<file path="src/rtl/adc_port_pkg.sv">
package adc_port_pkg;

  typedef enum logic {
    MODE_SELECT = 1'b0,
    MODE_CHAIN  = 1'b1
  } port_mode_e;

  // Mode chosen by the level of the serial input at the strobe edge
  function automatic port_mode_e mode_of(input logic sdi_lvl);
    return sdi_lvl ? MODE_SELECT : MODE_CHAIN;
  endfunction

  // Number of serial falling edges needed to drain a word
  function automatic int unsigned drain_len(input int unsigned width, input logic marker);
    return width + (marker ? 1 : 0);
  endfunction

endpackage

</file>
<file path="src/rtl/edge_detect.sv">
module edge_detect #(
  parameter bit RISE = 1'b1
) (
  input  logic clk,
  input  logic rst_n,
  input  logic lvl,
  output logic pulse
);
  logic prev_q;

  always_ff @(posedge clk) begin
    if (!rst_n) prev_q <= 1'b0;
    else        prev_q <= lvl;
  end

  generate
    if (RISE) begin : g_rise
      assign pulse = lvl & ~prev_q;
    end else begin : g_fall
      assign pulse = ~lvl & prev_q;
    end
  endgenerate

  AST_PULSE_SINGLE: assert property (@(posedge clk) disable iff (!rst_n)
    pulse |=> !pulse);

endmodule

</file>
<file path="src/rtl/conv_timer.sv">
module conv_timer #(
  parameter int CONV_CYCLES = 20
) (
  input  logic clk,
  input  logic rst_n,
  input  logic start,
  output logic converting,
  output logic done
);
  localparam int CW = $clog2(CONV_CYCLES + 1);
  localparam logic [CW-1:0] LOAD = CW'(CONV_CYCLES);

  logic [CW-1:0] cnt_q;

  always_ff @(posedge clk) begin
    if (!rst_n)             cnt_q <= '0;
    else if (start)         cnt_q <= LOAD;
    else if (cnt_q != '0)   cnt_q <= cnt_q - 1'b1;
  end

  assign converting = (cnt_q != '0);
  assign done       = (cnt_q == CW'(1));

  AST_TIMER_BOUND: assert property (@(posedge clk) disable iff (!rst_n)
    cnt_q <= LOAD);
  AST_DONE_ENDS: assert property (@(posedge clk) disable iff (!rst_n)
    (done && !start) |=> !converting);

endmodule

</file>
<file path="src/rtl/out_shifter.sv">
module out_shifter #(
  parameter int W = 18
) (
  input  logic         clk,
  input  logic         rst_n,
  input  logic         start,
  input  logic         load,
  input  logic         lead_req,
  input  logic [W-1:0] sample,
  input  logic         shift_en,
  input  logic         chain,
  input  logic         ser_in,
  output logic         data_bit,
  output logic         drained
);
  localparam int BW = $clog2(W + 2);
  localparam logic [BW-1:0] LEN_PLAIN = BW'(adc_port_pkg::drain_len(W, 1'b0));
  localparam logic [BW-1:0] LEN_LEAD  = BW'(adc_port_pkg::drain_len(W, 1'b1));

  logic [W-1:0]  sr_q;
  logic          lead_q;
  logic [BW-1:0] left_q;
  logic          drained_q;

  function automatic logic [W-1:0] push(input logic [W-1:0] v, input logic b);
    return {v[W-2:0], b};
  endfunction

  always_ff @(posedge clk) begin
    if (!rst_n) begin
      sr_q      <= '0;
      lead_q    <= 1'b0;
      left_q    <= '0;
      drained_q <= 1'b1;
    end else begin
      if (start) drained_q <= 1'b0;
      if (load) begin
        sr_q   <= sample;
        lead_q <= lead_req;
        left_q <= lead_req ? LEN_LEAD : LEN_PLAIN;
      end else if (shift_en) begin
        if (chain) begin
          sr_q <= push(sr_q, ser_in);
        end else if (left_q != '0) begin
          if (lead_q) lead_q <= 1'b0;
          else        sr_q   <= push(sr_q, 1'b0);
          left_q <= left_q - 1'b1;
          if (left_q == BW'(1)) drained_q <= 1'b1;
        end
      end
    end
  end

  assign data_bit = lead_q ? 1'b0 : sr_q[W-1];
  assign drained  = drained_q;

  AST_LOAD_WORD: assert property (@(posedge clk) disable iff (!rst_n)
    load |=> (data_bit == ($past(lead_req) ? 1'b0 : $past(sample[W-1]))));
  AST_DRAIN_STICKY: assert property (@(posedge clk) disable iff (!rst_n)
    (drained && !start) |=> drained);

endmodule

</file>
<file path="src/rtl/adc_serial_port.sv">
module adc_serial_port #(
  parameter int DATA_W      = 18,
  parameter int CONV_CYCLES = 20
) (
  input  logic              clk,
  input  logic              rst_n,
  input  logic              cnv,
  input  logic              sck,
  input  logic              sdi,
  input  logic [DATA_W-1:0] sample,
  output logic              sdo,
  output logic              sdo_oe
);
  import adc_port_pkg::*;

  // Named internal events
  logic cnv_rise;
  logic sck_fall;
  logic converting;
  logic conv_done;
  logic accept;
  logic shift_en;
  logic en_line;
  logic lead_req;
  logic data_bit;
  logic drained;
  logic is_chain;

  port_mode_e mode_q;

  edge_detect #(.RISE(1'b1)) u_cnv_edge (
    .clk(clk), .rst_n(rst_n), .lvl(cnv), .pulse(cnv_rise)
  );

  edge_detect #(.RISE(1'b0)) u_sck_edge (
    .clk(clk), .rst_n(rst_n), .lvl(sck), .pulse(sck_fall)
  );

  assign accept = cnv_rise && !converting;

  conv_timer #(.CONV_CYCLES(CONV_CYCLES)) u_timer (
    .clk(clk), .rst_n(rst_n), .start(accept),
    .converting(converting), .done(conv_done)
  );

  always_ff @(posedge clk) begin
    if (!rst_n)      mode_q <= MODE_SELECT;
    else if (accept) mode_q <= mode_of(sdi);
  end

  assign is_chain = (mode_q == MODE_CHAIN);
  assign en_line  = !sdi || !cnv;
  assign lead_req = !is_chain && en_line;
  assign shift_en = sck_fall && !converting;

  out_shifter #(.W(DATA_W)) u_shift (
    .clk(clk), .rst_n(rst_n), .start(accept), .load(conv_done),
    .lead_req(lead_req), .sample(sample), .shift_en(shift_en),
    .chain(is_chain), .ser_in(sdi), .data_bit(data_bit), .drained(drained)
  );

  assign sdo    = (!is_chain && converting) ? 1'b1 : data_bit;
  assign sdo_oe = is_chain || (en_line && !drained);

  AST_MODE_LATCH: assert property (@(posedge clk) disable iff (!rst_n)
    accept |=> (mode_q == ($past(sdi) ? MODE_SELECT : MODE_CHAIN)));
  AST_FALL_ONLY: assert property (@(posedge clk) disable iff (!rst_n)
    (!shift_en && !conv_done) |=> $stable(data_bit));
  AST_CONV_HOLD: assert property (@(posedge clk) disable iff (!rst_n)
    (converting && sck_fall && !conv_done) |=> $stable(data_bit));
  AST_SELECT_HIZ: assert property (@(posedge clk) disable iff (!rst_n)
    (!is_chain && sdi && cnv) |-> !sdo_oe);
  AST_MARKER_LOW: assert property (@(posedge clk) disable iff (!rst_n)
    (conv_done && lead_req) |=> (sdo == 1'b0));

endmodule

</file>
<file path="config.mk">
export PLATFORM = sky130hd
export DESIGN_NAME = adc_serial_port
export DESIGN_NICKNAME = d
export VERILOG_FILES = /design/src/rtl/adc_port_pkg.sv /design/src/rtl/edge_detect.sv /design/src/rtl/conv_timer.sv /design/src/rtl/out_shifter.sv /design/src/rtl/adc_serial_port.sv
export SDC_FILE = /design/constraint.sdc
export NUM_CORES = 1
export LEC_CHECK = 0
export CORE_AREA = 2 2 50 76
export DETAILED_ROUTE_END_ITERATION = 12
export DIE_AREA = 0 0 52 78
export PLACE_DENSITY_LB_ADDON = 0.1
export SLEW_MARGIN = 20
export SYNTH_ARGS = -nofsm -noshare
export SYNTH_HDL_FRONTEND = slang
export SYNTH_SLANG_ARGS = --single-unit
</file>
<file path="constraint.sdc">
create_clock -name clk -period 2.3 [get_ports clk]
set_clock_uncertainty 0.05 [all_clocks]
set_input_delay 0.46 -clock clk [delete_from_list [all_inputs] [get_ports clk]]
set_output_delay 0.46 -clock clk [all_outputs]
set_load 0.02 [all_outputs]
</file>
* After elaboration in Yosys (flattened, before gate mapping)
Index checks and enable logic that the tools add are counted.
** Operators by class
- Add/sub/neg operators :: 2
- Eq/ne operators :: 4
- Muxes and demuxes :: 25
- Bitwise logic cells :: 5
- Reductions and logical operators :: 21
** Operators by type and width (count)
- 2-to-1 mux 18 bit :: 5
- 2-to-1 mux 5 bit :: 6
- 2-to-1 mux 1 bit :: 14
- == test 5 x 1 -> 1 bit, second input constant :: 2
- nonzero test 5 bit :: 2
- subtractor 5 x 1 -> 5 bit, second input constant :: 2
- AND reduction 3 bit :: 2
- nonzero test 2 bit :: 3
- logical AND 1 bit :: 5
- zero test 1 bit :: 5
- inequality test 3 bit, second input constant :: 1
- NOT 1 bit :: 3
- nonzero test 3 bit :: 1
- AND 1 bit :: 2
- logical OR 1 bit :: 2
- inequality test 2 bit, second input constant :: 1
- OR reduction 2 bit :: 1
** Word-level totals
- Flip-flop bits (word level) :: 33
- Bits of input ports :: 23

* Depth between registers and ports, before layout
- Depth in word-level cells :: 9
- Gate-level depth with buffers :: 9
- Gate-level depth less buffers :: 6

* Cells and area by module
A second synthesis with hierarchy kept.
** Unflattened totals
- Cells, all modules :: 212
- Area, all modules :: 1838.0 um2
** By module, submodules not included
- out_shifter :: times used 1, cells each 168, area each 1413.9 um2, seq. area each 500.5 um2
- conv_timer :: times used 1, cells each 28, area each 270.3 um2, seq. area each 100.1 um2
- adc_serial_port :: times used 1, cells each 10, area each 77.6 um2, seq. area each 20.0 um2
- edge_detect at u_cnv_edge :: times used 1, cells each 3, area each 40.0 um2, seq. area each 20.0 um2
- edge_detect at u_sck_edge :: times used 1, cells each 3, area each 36.3 um2, seq. area each 20.0 um2

* Worst setup path after synthesis
No wires, ideal clock.
- Path kind :: flip-flop to flip-flop
- Start point :: reg u_timer.cnt_q[0]
- End point :: reg u_shift.sr_q[0]
- Library setup time :: 0.119 ns
- Arrival :: 1.829 ns
- Data required time :: 2.131 ns
- Slack :: 0.301 ns
- Stages on the path, launching flop included :: 10
- Period minus slack after synthesis :: 1.999 ns
- Path through :: dfxtp_1 inv_1 ha_1 or4b_1 buf_2 or2_1 buf_2 buf_6 o21ai_1 a21oi_1
** On the way
- Word-level cells in the longest chain between the ends :: 5
** RTL lines
- start: declaration :: line conv_timer.sv:13 : logic [CW-1:0] cnt_q;
- start signal: assignment :: line conv_timer.sv:18 : else if (cnt_q != '0) cnt_q <= cnt_q - 1'b1;
- nonzero test 5 bit :: line conv_timer.sv:21 : assign converting = (cnt_q != '0);
- zero test 1 bit :: line adc_serial_port.sv:54 : assign shift_en = sck_fall && !converting;
- logical AND 1 bit :: line adc_serial_port.sv:54
- nonzero test 2 bit (no line)
- AND reduction 3 bit (no line)
- end signal: assignment :: line out_shifter.sv:38 : sr_q <= sample;
- end signal: assignment :: line out_shifter.sv:43 : sr_q <= push(sr_q, ser_in);
- end signal: assignment :: line out_shifter.sv:46 : else sr_q <= push(sr_q, 1'b0);
- end: declaration :: line out_shifter.sv:20 : logic [W-1:0] sr_q;
Parallel ways exist; a longest one is shown, timed or not.
A chain may end at the register's enable or synchronous reset.

* Final worst setup path
- Start point :: reg u_timer.cnt_q[1]
- End point :: out sdo
** On the way
- Word-level cells in the longest chain between the ends :: 3
** RTL lines
- nonzero test 5 bit :: line conv_timer.sv:21
- logical AND 1 bit :: line adc_serial_port.sv:62 : assign sdo = (!is_chain && converting) ? 1'b1 : data_bit;
- 2-to-1 mux 1 bit :: line adc_serial_port.sv:62
- end: declaration :: line adc_serial_port.sv:11 : output logic sdo,
Every way passes these cells.

==> impl_metrics.csv <==
group,metric,value,unit
clocking,cts_buffers,5,
clocking,cts_tree,"done",
placed_design,gp_congestion,0.744,
setup_path,critical_path_class,"reg2out",
clocking,clkTransAtPathRegs,0.07,ns
power,power,2500,uW
route,vias,1578,
clocking,hold_buffers,0,
sta,slew-limit-headroom,66.5,%
setup_path,end_kind,"output pin",
synth,avgSynthCellArea,8.43,sq um
route,drc,0,
floorplan,initial_core_util,49.3,%
sta,drv_slew,0,
sta,finalCritPeriodShare,93.4,%
route,routedWlPerCell,14.7,um
finish,drive_gt1_share,11.3,%
sta,whs,0.432,ns
floorplan,dieArea,4060,sq um
setup_path,crit_required,1.79,ns
placed_design,place_hpwl,2.65,mm
floorplan,io_pins,25,
floorplan,die_width,52,um
setup_path,worstSetupStartpointType,"flop",
hold_path,hold_path_class,"reg2reg",
setup_path,reg2reg_depth,6,
hold_path,worstHoldEndpoint,"u_shift.sr_q[3]",
sta,finalHoldViolCount,0,
synth,syn-num-nets,225,
finish,antenna_cells,0,
synth,synthSimpleGateAreaFrac,17.8,%
synth,synth.distinct_cells,41,
sta,rsz0062_at_grt,"false",
synth,synth-seq-cells,33,
floorplan,core_area,3350,sq um
clocking,clk-insertion-delay-late,0.28,ns
sta,finalSetupViolCount,0,
synth,yosysTopAreaCell,"dfxtp_1",
synth,synth-edff-count,0,
global_routing,grt_max_degree,27,
route,vias_per_cell,5.98,
clocking,htreeDepth,2,
synth,synth_compound_area_share,31.0,%
global_routing,grt-ovfl-total,0,
synth,synthesis.area,1650,sq um
route,ant_nets,0,
route,wl,3.88,mm
job,drv_cap,0,
sta,fmax,465,MHz
global_routing,grt_antenna_before_repair,0,
synth,ys_seq_area_share,40.0,%
finish,synthToLayoutAreaGrowth,23.1,%
hold_path,hold_depth,2,
global_routing,grt_pass1_vias,1503,
global_routing,grt_use_total,20.6,%
synth,synth.yosys.warnings,0,
synth,synthAdderAreaFrac,4.54,%
synth,synth_top_area_share,40.0,%
synth,ys.flop_type,"dfxtp_1",
finish,nNetsFinal,250,
power,p_per_area,1230,nW/um^2
placed_design,port_buffers,24,
hold_path,min_from,"u_shift.sr_q[3]",
floorplan,num_rows,26,
sta,period_minus_slack,2.15,ns
setup_path,worst_ep_arrival_time,1.64,ns
synth,synthXorXnorAreaFrac,1.06,%
synth,synth_mux_area_share,0,%
power,vdd_drop_max,0.795,mV
synth,syn-instance-count,196,
synth,synth_top_family_by_area,"compound AO/OA/AOI/OAI gates",
clocking,cts_root_buf,"clkbuf_8",
sta,worst_slew_pin_slew,0.501,ns
power,power_leakage,0.000743,uW
outcome,outcome,"finished clean",
setup_path,ff2ff_setup_slack,0.17,ns
route,drt_pass1_iterations,4,
setup_path,path_max_fanout,3,
synth,async_flop_share,0,%
clocking,clock_path_buffers,2,
clocking,cts_sinks,33,
synth,synthTopCellsByArea,"dfxtp_1 (40%), a31oi_1 (6.8%), o21ai_0 (6.7%)",
clocking,postCtsSetupBuffers,0,
setup_path,r2r-end,"u_shift.sr_q[17]",
global_routing,grt_pass1_wl,6.45,mm
route,initialDrtViolationCount,32,
floorplan,die_h,78,um
setup_path,r2r_start,"u_timer.cnt_q[1]",
==> layout by cell type (no fill, tap or decap), drive strengths merged, types with 5 or more instances in the layout <==
cell type / n
dfxtp: 33
clkdlybuf4s50: 22
clkbuf: 6
nand2: 7
a31oi: 18
a21oi: 21
o21ai: 40
inv: 5
and2: 6
buf: 9
ha: 6
nand3: 7
==> flip-flops by register name, indices dropped and copies added, names as in the netlist <==
register           count
u_shift.left_q         5
u_shift.lead_q         1
u_sck_edge.prev_q      1
is_chain               1
u_shift.drained        1
u_shift.sr_q          18
u_timer.cnt_q          5
u_cnv_edge.prev_q      1
==> worst max-delay path by stage <==
stage                           from  slack (ns)  cells past startpoint         endpoint
floorplan           u_timer.cnt_q[0]        0.30                      9  u_shift.sr_q[0]
global placement                 sdi       0.001                      4           sdo_oe
detailed placement               cnv      -0.005                      4           sdo_oe
CTS                 u_timer.cnt_q[1]        0.01                      6  u_shift.sr_q[2]
global route        u_timer.cnt_q[1]       0.004                      5              sdo
finish              u_timer.cnt_q[1]        0.15                      5              sdo
==> Yosys cell counts, drive strengths merged (2+ instances only) <==
master and n:
nand2 7, a21oi 21, inv 5, nand3 7, or2 2, o21ai 40, buf 6, a31oi 18
and2 6, nand2b 2, or4b 2, nand4b 2, ha 6, dfxtp 33, nor4b 4, and3 2
a21o 2, nor3 3, nor2 4, clkbuf 9
==> layer usage <==
layer  up-vias  global-route usage (%)  wire [um]
li1        775                       -          -
met1       741                    23.1       1490
met2        52                    35.4       2130
met3        10                    5.00        184
met4         0                    9.47         78
met5         -                       0          0
==> area by class of cell <==
class | instances | area, sq um
clock buffers | 6 | 72.6
clock inverters | 2 | 10.0
fillers | 294 | 1320
inverters | 5 | 18.8
multi-input cells | 143 | 915
flip-flops and latches | 33 | 661
well taps | 42 | 52.6
repair buffers | 33 | 305
==> logic make-up after synthesis <==
logic type / count (synthesis)
flip-flops: 33
AND/OR/NAND/NOR: 45
XOR/XNOR: 2
AO/OA/AOI/OAI: 90
buffers and inverters: 20
adder cells (fa/ha/maj): 6
==> report_power, final <==
| group | leakage [uW] | switching [uW] | internal, uW |
|---|---|---|---|
| Combinational | 0.000428 | 700 | 476 |
| Sequential | 0.000271 | 146 | 762 |
| Clock | 0.0000450 | 206 | 209 |
| Total | 0.000743 | 1050 | 1450 |
==> what timing repair did <==
item / in CTS / in global routing
endpoints found under the setup margin: 2 / 20
gates cloned: 0 / 0
gates resized for setup: 3 / 2
endpoints found under the hold margin: 0 / 0
==> through the flow <==
| stage | setup slack [ns] | instance area (sq um) | setup TNS [ns] | instances | utilization (%) |
|---|---|---|---|---|---|
| after global routing | 0.00395 | 2030 | 0 | 264 | 60.7 |
| after detailed placement | -0.00490 | 1940 | -0.00490 | 256 | 58.0 |
| final | 0.151 | 2030 | 0 | 264 | 60.7 |
| after CTS | 0.0105 | 2030 | 0 | 264 | 60.6 |
| after global placement | 0.00119 | 1940 | 0 | 256 | 58.0 |
| after floorplan | 0.301 | 1650 | 0 | 196 | - |
==> worst max-delay path: stages, from the launching register on <==
cell and delay, ns:
dfxtp_1 0.33, inv_1 0.10, ha_1 0.22, nor4b_2 0.29, o2bb2ai_1 0.10, dlygate4sd2_1 0.33
Note: power is estimated with default switching activity, not from simulation.
